===== src/rtl/flash_irq_pkg.sv =====
package flash_irq_pkg;
  localparam int DW = 16;

  // interrupt status bit positions
  localparam int B_MASTER = 15;
  localparam int B_RSTDN  = 4;
  localparam int B_ERSDN  = 5;
  localparam int B_PRGDN  = 6;
  localparam int B_LDDN   = 7;

  // lowest controller status error bit; errors occupy consecutive bits
  localparam int B_ERR_LSB = 10;

  // configuration bit positions and read mask width
  localparam int B_POL      = 6;
  localparam int B_RDY      = 7;
  localparam int CFG_HIDE_W = 5;

  localparam logic [DW-1:0] CFG_RST_VAL  = 16'h40C0;
  localparam logic [DW-1:0] INT_COLD_VAL = 16'h8080;
  localparam logic [DW-1:0] INT_WARM_VAL = 16'h8010;

  typedef enum logic [1:0] {
    SEL_INT  = 2'd0,
    SEL_STAT = 2'd1,
    SEL_CFG  = 2'd2,
    SEL_CMD  = 2'd3
  } reg_sel_e;

  typedef struct packed {
    logic rst_done;
    logic erase_done;
    logic prog_done;
    logic load_done;
    logic generic;
  } done_evt_t;
endpackage


===== src/rtl/flash_irq_rstsync.sv =====
module flash_irq_rstsync #(
  parameter int STAGES = 2
) (
  input  logic clk,
  input  logic rst_n,
  output logic rst_sync_n
);
  logic [STAGES-1:0] sync_q;
  logic [STAGES-1:0] sync_d;

  always_comb begin
    sync_d = {sync_q[STAGES-2:0], 1'b1};
  end

  always_ff @(posedge clk or negedge rst_n) begin
    if (!rst_n) sync_q <= '0;
    else        sync_q <= sync_d;
  end

  assign rst_sync_n = sync_q[STAGES-1];
endmodule


===== src/rtl/flash_irq_status.sv =====
module flash_irq_status
  import flash_irq_pkg::*;
#(
  parameter int NUM_ERR = 4
) (
  input  logic               clk,
  input  logic               rst_n,
  input  logic               soft_rst,
  input  done_evt_t          evt,
  input  logic [NUM_ERR-1:0] err_evt,
  input  logic               clr_we,
  input  logic [DW-1:0]      clr_val,
  output logic [DW-1:0]      int_q,
  output logic [DW-1:0]      stat_q
);
  logic [DW-1:0]      evt_bits;
  logic [DW-1:0]      int_d;
  logic [NUM_ERR-1:0] err_q;
  logic [NUM_ERR-1:0] err_d;
  logic               upd_en;

  // bits contributed by completion and error strobes
  always_comb begin
    evt_bits = '0;
    if (evt.rst_done)   evt_bits[B_RSTDN] = 1'b1;
    if (evt.erase_done) evt_bits[B_ERSDN] = 1'b1;
    if (evt.prog_done)  evt_bits[B_PRGDN] = 1'b1;
    if (evt.load_done)  evt_bits[B_LDDN]  = 1'b1;
    if ((|evt) || (|err_evt)) evt_bits[B_MASTER] = 1'b1;
  end

  // next state: mask first, then events, then error rule
  always_comb begin
    int_d = clr_we ? (int_q & clr_val) : int_q;
    int_d = int_d | evt_bits;
    err_d = int_d[B_MASTER] ? (err_q | err_evt) : '0;
    if (soft_rst) begin
      int_d = INT_WARM_VAL;
      err_d = '0;
    end
    upd_en = soft_rst | clr_we | (|evt_bits);
  end

  always_ff @(posedge clk or negedge rst_n) begin
    if (!rst_n) begin
      int_q <= INT_COLD_VAL;
      err_q <= '0;
    end else if (upd_en) begin
      int_q <= int_d;
      err_q <= err_d;
    end
  end

  always_comb begin
    stat_q = '0;
    for (int i = 0; i < NUM_ERR; i++) stat_q[B_ERR_LSB+i] = err_q[i];
  end
endmodule


===== src/rtl/flash_irq_cfgcmd.sv =====
module flash_irq_cfgcmd
  import flash_irq_pkg::*;
(
  input  logic          clk,
  input  logic          rst_n,
  input  logic          soft_rst,
  input  logic          cfg_we,
  input  logic          cmd_we,
  input  logic [DW-1:0] wdata,
  input  logic          busy,
  output logic [DW-1:0] cfg_q,
  output logic [DW-1:0] cmd_q,
  output logic          go_q
);
  logic          cmd_ok;
  logic          cfg_en;
  logic          cmd_en;
  logic [DW-1:0] cfg_d;
  logic [DW-1:0] cmd_d;

  always_comb begin
    cmd_ok = cmd_we & ~busy & ~soft_rst;
    cfg_en = soft_rst | cfg_we;
    cmd_en = soft_rst | cmd_ok;
    cfg_d  = soft_rst ? CFG_RST_VAL : wdata;
    cmd_d  = soft_rst ? '0 : wdata;
  end

  always_ff @(posedge clk or negedge rst_n) begin
    if (!rst_n) begin
      cfg_q <= CFG_RST_VAL;
      cmd_q <= '0;
      go_q  <= 1'b0;
    end else begin
      if (cfg_en) cfg_q <= cfg_d;
      if (cmd_en) cmd_q <= cmd_d;
      go_q <= cmd_ok;
    end
  end
endmodule


===== src/rtl/flash_irq_pins.sv =====
module flash_irq_pins #(
  parameter logic INT_RST = 1'b1,
  parameter logic RDY_RST = 1'b1
) (
  input  logic clk,
  input  logic rst_n,
  input  logic master,
  input  logic pol_cfg,
  input  logic rdy_cfg,
  output logic int_o,
  output logic rdy_o
);
  logic int_d;
  logic rdy_d;

  always_comb begin
    int_d = master ^ ~pol_cfg;
    rdy_d = rdy_cfg;
  end

  always_ff @(posedge clk or negedge rst_n) begin
    if (!rst_n) begin
      int_o <= INT_RST;
      rdy_o <= RDY_RST;
    end else begin
      int_o <= int_d;
      rdy_o <= rdy_d;
    end
  end
endmodule


===== src/rtl/flash_irq_ctrl.sv =====
module flash_irq_ctrl
  import flash_irq_pkg::*;
#(
  parameter int SYNC_STAGES = 2,
  parameter int NUM_ERR     = 4
) (
  input  logic               clk,
  input  logic               rst_n,
  input  logic               soft_rst_i,
  input  logic               reg_wr_i,
  input  logic [1:0]         reg_addr_i,
  input  logic [DW-1:0]      reg_wdata_i,
  output logic [DW-1:0]      reg_rdata_o,
  input  logic               evt_rst_done_i,
  input  logic               evt_erase_done_i,
  input  logic               evt_prog_done_i,
  input  logic               evt_load_done_i,
  input  logic               evt_generic_i,
  input  logic [NUM_ERR-1:0] evt_err_i,
  output logic               cmd_go_o,
  output logic [DW-1:0]      cmd_code_o,
  output logic               int_o,
  output logic               rdy_o
);
  localparam logic INT_PIN_RST = INT_COLD_VAL[B_MASTER] ^ ~CFG_RST_VAL[B_POL];
  localparam logic RDY_PIN_RST = CFG_RST_VAL[B_RDY];

  reg_sel_e      sel;
  done_evt_t     evt;
  logic          rst_sync_n;
  logic [DW-1:0] int_q;
  logic [DW-1:0] stat_q;
  logic [DW-1:0] cfg_q;
  logic [DW-1:0] cmd_q;

  always_comb begin
    sel            = reg_sel_e'(reg_addr_i);
    evt.rst_done   = evt_rst_done_i;
    evt.erase_done = evt_erase_done_i;
    evt.prog_done  = evt_prog_done_i;
    evt.load_done  = evt_load_done_i;
    evt.generic    = evt_generic_i;
  end

  flash_irq_rstsync #(.STAGES(SYNC_STAGES)) u_rstsync (
    .clk        (clk),
    .rst_n      (rst_n),
    .rst_sync_n (rst_sync_n)
  );

  flash_irq_status #(.NUM_ERR(NUM_ERR)) u_status (
    .clk      (clk),
    .rst_n    (rst_sync_n),
    .soft_rst (soft_rst_i),
    .evt      (evt),
    .err_evt  (evt_err_i),
    .clr_we   (reg_wr_i && (sel == SEL_INT)),
    .clr_val  (reg_wdata_i),
    .int_q    (int_q),
    .stat_q   (stat_q)
  );

  flash_irq_cfgcmd u_cfgcmd (
    .clk      (clk),
    .rst_n    (rst_sync_n),
    .soft_rst (soft_rst_i),
    .cfg_we   (reg_wr_i && (sel == SEL_CFG)),
    .cmd_we   (reg_wr_i && (sel == SEL_CMD)),
    .wdata    (reg_wdata_i),
    .busy     (int_q[B_MASTER]),
    .cfg_q    (cfg_q),
    .cmd_q    (cmd_q),
    .go_q     (cmd_go_o)
  );

  flash_irq_pins #(.INT_RST(INT_PIN_RST), .RDY_RST(RDY_PIN_RST)) u_pins (
    .clk     (clk),
    .rst_n   (rst_sync_n),
    .master  (int_q[B_MASTER]),
    .pol_cfg (cfg_q[B_POL]),
    .rdy_cfg (cfg_q[B_RDY]),
    .int_o   (int_o),
    .rdy_o   (rdy_o)
  );

  always_comb begin
    unique case (sel)
      SEL_INT:  reg_rdata_o = int_q;
      SEL_STAT: reg_rdata_o = stat_q;
      SEL_CFG:  reg_rdata_o = {cfg_q[DW-1:CFG_HIDE_W], {CFG_HIDE_W{1'b0}}};
      SEL_CMD:  reg_rdata_o = cmd_q;
      default:  reg_rdata_o = '0;
    endcase
  end

  assign cmd_code_o = cmd_q;
endmodule


===== config.mk =====
export PLATFORM = sky130hd
export DESIGN_NAME = flash_irq_ctrl
export DESIGN_NICKNAME = d
export VERILOG_FILES = /design/src/rtl/flash_irq_pkg.sv /design/src/rtl/flash_irq_rstsync.sv /design/src/rtl/flash_irq_status.sv /design/src/rtl/flash_irq_cfgcmd.sv /design/src/rtl/flash_irq_pins.sv /design/src/rtl/flash_irq_ctrl.sv
export SDC_FILE = /design/constraint.sdc
export NUM_CORES = 1
export LEC_CHECK = 0
export BUFFER_PORTS_ARGS = -buffer_cell sky130_fd_sc_hd__buf_2
export CORE_UTILIZATION = 35
export DETAILED_ROUTE_END_ITERATION = 16
export SLEW_MARGIN = 15
export SYNTH_ARGS = -nofsm -noshare
export SYNTH_HDL_FRONTEND = slang
export SYNTH_HIERARCHICAL = 1
export SYNTH_SLANG_ARGS = --single-unit

===== constraint.sdc =====
create_clock -name clk -period 2 [get_ports clk]
set_input_delay 0.3 -clock clk [delete_from_list [all_inputs] [get_ports clk]]
set_output_delay 0.3 -clock clk [all_outputs]
set_load 0.03 [all_outputs]

---- Word-level counts from Yosys, hierarchy flattened ----
Index checks and enable logic that the tools add are counted.
word-level totals
  output and inout bits ................... 35
  register bits after elaboration ......... 57
  memory bits (writable) .................. 0
  memory bits (read-only) ................. 0
  bits in latches ......................... 0
  memories kept ........................... 0
  logic and storage cells ................. 44
operators by class
  shifts and indexed selects .............. 0
  equal/unequal tests ..................... 3
  order comparisons ....................... 0
  add/subtract/negate cells ............... 0
  multiply operators ...................... 0
  reduce and logical (&&, ||, !) cells .... 8
  div/mod/pow operators ................... 0
  bitwise gates (word level) .............. 13
  muxes and demuxes ....................... 12
operator list
  kind                                           number
  2-to-1 mux 16 bit                              4
  one-hot mux 16 bit (4 select lines)            1
  AND 16 bit                                     1
  OR 16 bit                                      1
  OR reduction 5 bit                             2
  2-to-1 mux 4 bit                               2
  2-to-1 mux 1 bit                               5
  == test 2 bit, second input constant           2
  OR 1 bit                                       4
  OR 4 bit                                       1
  OR reduction 4 bit                             1
  logical AND 1 bit                              3
  inverter 1 bit                                 3
  AND 1 bit                                      2
  == test 2 x 1 -> 1 bit, second input constant  1
  logical NOT 2 bit                              1
  logical OR 1 bit                               1
  bitwise XOR 1 bit                              1

---- Longest topological paths before layout ----
Gate-level depths: netlist (run 1).
  depth after elaboration ................. 6
  mapped depth ............................ 8
  gate-level depth less buffers ........... 4

---- Cells and area by module ----
The synthesis (run 1) kept the hierarchy.
modules (own cells, without submodules)
  module             cells an instance  times used  sequential area each (µm²)  area an instance (µm²)
  flash_irq_cfgcmd   125                1           829.5                       1536.5
  flash_irq_status   85                 1           503.0                       924.6
  flash_irq_ctrl     35                 1           0.0                         440.4
  flash_irq_pins     3                  1           52.6                        61.3
  flash_irq_rstsync  3                  1           50.0                        53.8

---- Worst setup path before layout (run 1) ----
OpenSTA, ideal clock, no wires.
  kind .................................... input -> output
  start ................................... input reg_addr_i[0]
  end ..................................... output reg_rdata_o[0]
  stages .................................. 5
  path buffers ............................ 3
  setup slack ............................. 0.222 ns
  data arrival time ....................... 1.478 ns
  cell sequence ........................... buf_6 buf_12 buf_6 mux2i_1 o21ai_0
on the way
  cells in the longest elaborated chain, start to end .. 2
  elaborated cells on any way between the ends .. 5
  those cells by class .................... eq/ne (3); mux (1); reduce/logical (1)
ends and longest elaborated chain
  element                                      RTL line              text
  start, declared                              flash_irq_ctrl.sv:11  input logic [1:0] reg_addr_i,
  == test 2 bit, or another cell as far along  flash_irq_ctrl.sv:87  unique case (sel)
  one-hot mux 16 bit (4 select lines) *        flash_irq_ctrl.sv:87
  end, declared                                flash_irq_ctrl.sv:13  output logic [DW-1:0] reg_rdata_o,
Every way passes the cells marked *; elsewhere a longest branch is shown, timed or not.

---- Final worst setup path (run 1) ----
  start ................................... register u_status.int_q[15]
  end ..................................... output reg_rdata_o[15]
on the way
  cells in the longest elaborated chain, start to end .. 1
ends and longest elaborated chain
  element                              RTL line                text
  start, declared                      flash_irq_status.sv:13  output logic [DW-1:0] int_q,
  start signal, assigned               flash_irq_status.sv:49  int_q <= int_d;
  one-hot mux 16 bit (4 select lines)  flash_irq_ctrl.sv:87
Every way passes these cells.

==> results of run 1 <==
power breakdown:
part           switching (mW)  internal (mW)  total, mW
registers              0.0227           1.08       1.10
clock network           0.323          0.283      0.606
logic                   0.163          0.120      0.283
per-layer routing:
layer  up-vias  global-route usage  part of all wire
li1        949                   -                 -
met1       984               0.216              0.46
met2        44               0.278              0.49
met3         4              0.0381             0.043
met4         0              0.0313            0.0085
met5         -                   0                 0
worst min-delay path by stage:
stage | end | slack [ns] | cells after the start
CTS | u_status/int_q[4] | 0.21 | 2
floorplan | u_rstsync/sync_q[0] | 0.004 | 0
global placement | u_rstsync/sync_q[0] | 0.08 | 1
finish | u_status/int_q[4] | 0.23 | 2
detailed placement | u_rstsync/sync_q[0] | 0.09 | 1
global route | u_status/int_q[4] | 0.23 | 2
what timing repair did:
item                      4_1_cts  5_1_grt
hold endpoints to repair        2        0
hold buffers                    1        0
setup buffers                   0        0
resized for setup               0        0
metrics by stage:
step	hold slack, ns	cell area [um^2]
final	0.226	3320
after global placement	0.0838	3220
after CTS	0.209	3320
after global routing	0.228	3320
after detailed placement	0.0885	3220
after floorplan	0.00441	2860
area by class of cell:
| cell class | count | share of cell area |
|---|---|---|
| Multi-Input combinational cell | 164 | 0.402 |
| Sequential cell | 52 | 0.395 |
| Timing Repair Buffer | 77 | 0.137 |
| Tap cell | 102 | 0.0385 |
| Clock buffer | 8 | 0.0271 |
worst max-delay path, delay by kind of cell, from the launching register on:
| kind | cells | cell delay [ns] |
|---|---|---|
| flops | 1 | 0.43 |
| mux | 1 | 0.52 |
| buf+inv | 1 | 0.20 |
registers in the layout, indices dropped and copies added, names as in the netlist:
register and count:
u_cfgcmd/cfg_q 11, u_cfgcmd/cmd_q 16, u_cfgcmd/go_q 1, u_pins/int_o 1, u_pins/rdy_o 1, u_rstsync/sync_q 2
u_status/err_q 4, u_status/int_q 16
==> results.yml, run 1 <==
sta:
  min_period_ns: 1.74
  maxSlewHeadroom: 0.600
  setup_viol: 0
  tightestPinTransition_ns: 0.601
  tns_ns: 0
  fin_ws_ns: 0.257
  finalHoldViolCount: 0
  rsz0062_at_grt: "false"
  finalMaxSlewViolations: 0
  fin_crit_sh: 0.872
  fin_worst_skew_ns: 0.00403
  fmax_ghz: 0.574
min_path:
  hp-start: "evt_rst_done_i"
  min_path_type: "in -> reg"
power:
  p_leak_nw: 1.53
  power_mw: 1.99
  peakVddDrop_v: 0.000235
  cellPowerDensity_nw_per_um2: 600
finish:
  instances_no_fill: 403
  antenna_cells: 0
  areaGrowthSynthToFinish_pct: 17.6
  final_cell_mix: "buf_2 (65), dfrtp_1 (44), nand2b_1 (18), nand4bb_1 (16), nor2_1 (16)"
  layout_commonest_cell: "buf_2"
  multi_input_area_um2: 1330
  fill_cells: 768
  seqCellArea_um2: 1310
  final_core_util: 0.427
  drive_gt1_frac: 0.369
  nets: 331
status:
  status: "complete, no violations"
critical_path:
  worst-r2r-setup-slack_ns: 0.56
  cp-end-kind: "output port"
  crit_required_ns: 1.70
  cp_slowest_stage_delay_ns: 0.52
  worstSetupStartpointType: "flip-flop"
  reg2regPathDepth: 4
  reg2reg_from: "u_status/int_q[15]"
  slowest_stage: "mux4_1"
  critPathLaunch: "u_status/int_q[15]"
  critPathArrivalTime_ns: 1.44
  crit_end: "reg_rdata_o[15]"
  worstPathCellList: "mux4_1, buf_2"
  rr_endpoint: "u_status/err_q[2]"
  crit_type: "reg -> out"
  cp_max_fo: 10
clocking:
  cts_buffers: 5
  cts_tree: "done"
  clk_pin_slew_ns: 0.09
  root_buffer: "clkbuf_8"
  h-tree-depth: 2
  clock_path_buffers: 2
  clock_latency_ns: 0.30
  cts.sinks: 52
floorplanning:
  core_um2: 7770
  die_w_um: 91.8
  die_y_um: 91.8
  dieArea_um2: 8430
  start_util: 0.363
  num_io_pins: 66
  rows: 32
detailed_routing:
  first_pass_iters: 4
  drc: 0
  drtIter0Drc: 89
  ant_nets: 0
  totalWireLength_mm: 6.44
  drt-vias-per-instance: 4.92
  avgRoutedWirePerCell_um: 16.0
  vias: 1981
global_routing:
  grt_max_degree: 65
  grt_usage: 0.164
  grt_pass1_vias: 2041
  grt-ovfl-total: 0
  antenna_found_initial: 0
  grt_pass1_wl_mm: 10.7
synth:
  syn_avg_cell_area_um2: 12.0
  ys_warn_count: 6
  syn_inst: 236
  synthesis.area_um2: 2820
placement:
  dp_cells: 394
  port_buffers: 65
  dp_hpwl_mm: 4.45
  dp_slack_ns: 0.315
  gp_congestion: 0.727
flow_run:
  max_cap_viol_count: 0
Note: power is estimated with default switching activity, not from simulation.
==> inputs of run 2 (changes only) <==
--- a/config.mk
+++ b/config.mk
@@ -6,8 +6,9 @@
 export NUM_CORES = 1
 export LEC_CHECK = 0
 export BUFFER_PORTS_ARGS = -buffer_cell sky130_fd_sc_hd__buf_2
-export CORE_UTILIZATION = 35
+export CORE_UTILIZATION = 32
 export DETAILED_ROUTE_END_ITERATION = 16
+export HOLD_SLACK_MARGIN = 0.12
 export SLEW_MARGIN = 15
 export SYNTH_ARGS = -nofsm -noshare
 export SYNTH_HDL_FRONTEND = slang
==> run 2 against run 1 <==
- via count is 0.20% lower
- cell area is 0.26% higher
- largest cell class unchanged
- highest routed layer unchanged
- clock power rose by 17%
- first-iteration DRC count decreased by 28%
- wire length rose by 1.2%
- combinational power about the same
==> results.yml, run 2 (synthesis results as in run 1) <==
power:
  p_seq_frac: 0.526
  switching_share: 0.251
  peakVddDrop_v: 0.000349
  power.internal_mw: 1.57
  p_leak_nw: 1.54
  cellPowerDensity_nw_per_um2: 629
  p_switching_mw: 0.525
  power_mw: 2.09
  combPwrFrac: 0.134
  power_frac_clock: 0.341
global_routing:
  grt_pass1_wl_mm: 10.5
  grt_usage: 0.154
  grt_max_degree: 34
  grt-ovfl-total: 0
  grt_pass1_vias: 1975
  antenna_found_initial: 0
sta:
  fin_crit_sh: 0.917
  finalHoldViolCount: 0
  tightestPinTransition_ns: 0.616
  maxSlewHeadroom: 0.589
  setup_viol: 0
  fin_ws_ns: 0.166
  finalMaxSlewViolations: 0
  rsz0062_at_grt: "false"
  min_period_ns: 1.83
  fin_worst_skew_ns: 0.00506
  tns_ns: 0
  fmax_ghz: 0.545
detailed_routing:
  first_pass_iters: 4
  drc: 0
  avgRoutedWirePerCell_um: 16.0
  drt-vias-per-instance: 4.87
  vias: 1977
  ant_nets: 0
  totalWireLength_mm: 6.52
  drtIter0Drc: 64
placement:
  gp_congestion: 0.733
  port_buffers: 65
  dp_cells: 397
  dp_hpwl_mm: 4.62
  dp_slack_ns: 0.148
floorplanning:
  core_um2: 8380
  num_io_pins: 66
  start_util: 0.337
  die_y_um: 95.9
  rows: 33
  dieArea_um2: 9200
  die_w_um: 95.9
clocking:
  clock_path_buffers: 2
  h-tree-depth: 2
  clock_latency_ns: 0.30
  cts_buffers: 5
  root_buffer: "clkbuf_8"
  cts.sinks: 52
  cts_tree: "done"
  clk_pin_slew_ns: 0.09
finish:
  top_regs: "u_cfgcmd/cmd_q: 16 flops, u_status/int_q: 16 flops, u_cfgcmd/cfg_q: 11 flops"
  final_cell_mix: "buf_2 (65), dfrtp_1 (44), nand2b_1 (18), nand4bb_1 (16), nor2_1 (16)"
  areaGrowthSynthToFinish_pct: 17.9
  seqCellArea_um2: 1310
  nets: 331
  multi_input_area_um2: 1330
  instances_no_fill: 406
  layout_commonest_cell: "buf_2"
  antenna_cells: 0
  fill_cells: 844
  drive_gt1_frac: 0.372
critical_path:
  cp_max_fo: 14
  crit_required_ns: 1.70
  critPathArrivalTime_ns: 1.53
  crit_type: "in -> out"
  cp-end-kind: "output port"
  worstSetupStartpointType: "input port"
flow_run:
  max_cap_viol_count: 0
status:
  status: "complete, no violations"
min_path:
  min_path_type: "in -> reg"
==> run 2: power groups by stage <==
stage	sequential [mW]	combinational [mW]	clock, mW
after floorplan	1.12	0.190	0
after global placement	1.12	0.279	0
after detailed placement	1.12	0.281	0
after CTS	1.10	0.284	0.741
after global routing	1.10	0.307	0.778
final	1.10	0.280	0.712
==> run 2: through the flow <==
step                       util  hold WS, ns  instance area (um^2)
after floorplan               -      0.00441                  2860
after global placement    0.383       0.0865                  3210
after detailed placement  0.383       0.0865                  3210
after CTS                 0.397        0.212                  3330
after global routing      0.397        0.221                  3330
final                     0.397        0.222                  3330
==> run 2: final timing paths <==
| check | cells past startpoint | slack, ns | endpoint | startpoint |
|---|---|---|---|---|
| worst max-delay path | 3 | 0.17 | reg_rdata_o[12] | reg_addr_i[0] |
| worst min-delay path | 2 | 0.22 | u_status/int_q[4] | evt_rst_done_i |
| worst max register to register | 3 | 0.67 | u_status/err_q[3] | u_status/int_q[15] |
| worst min register to register | 0 | 0.28 | u_status/int_q[1] | u_rstsync/sync_q[1] |
| max in group asynchronous | 1 | 1.09 | u_cfgcmd/cfg_q[7] | u_rstsync/sync_q[1] |
| min in group asynchronous | 0 | 0.28 | u_status/int_q[1] | u_rstsync/sync_q[1] |
==> run 2: layout make-up <==
class                      instances  area share
tap                              105      0.0395
clock buffer                       6      0.0218
multi-input combinational        164       0.401
sequential                        52       0.394
clock inverter                     2      0.0105
timing repair buffer              77       0.133
==> run 2: metal layers <==
layer  vias to the layer above  global-route usage  routed length [um]
li1                        943                   -                   -
met1                       985               0.214                3070
met2                        43               0.246                3100
met3                         6              0.0261                 265
met4                         0              0.0485                  80
met5                         -                   0                   0
==> run 2: timing repair <==
action                                 CTS  global route
setup buffers                            0             0
endpoints found under the hold margin    2             0
gates resized for setup                  0             0
hold buffers                             1             0
==> run 2: worst max-delay path, stage by stage <==
cell and delay, ns:
buf_2 0.37, mux4_1 0.65, buf_2 0.20
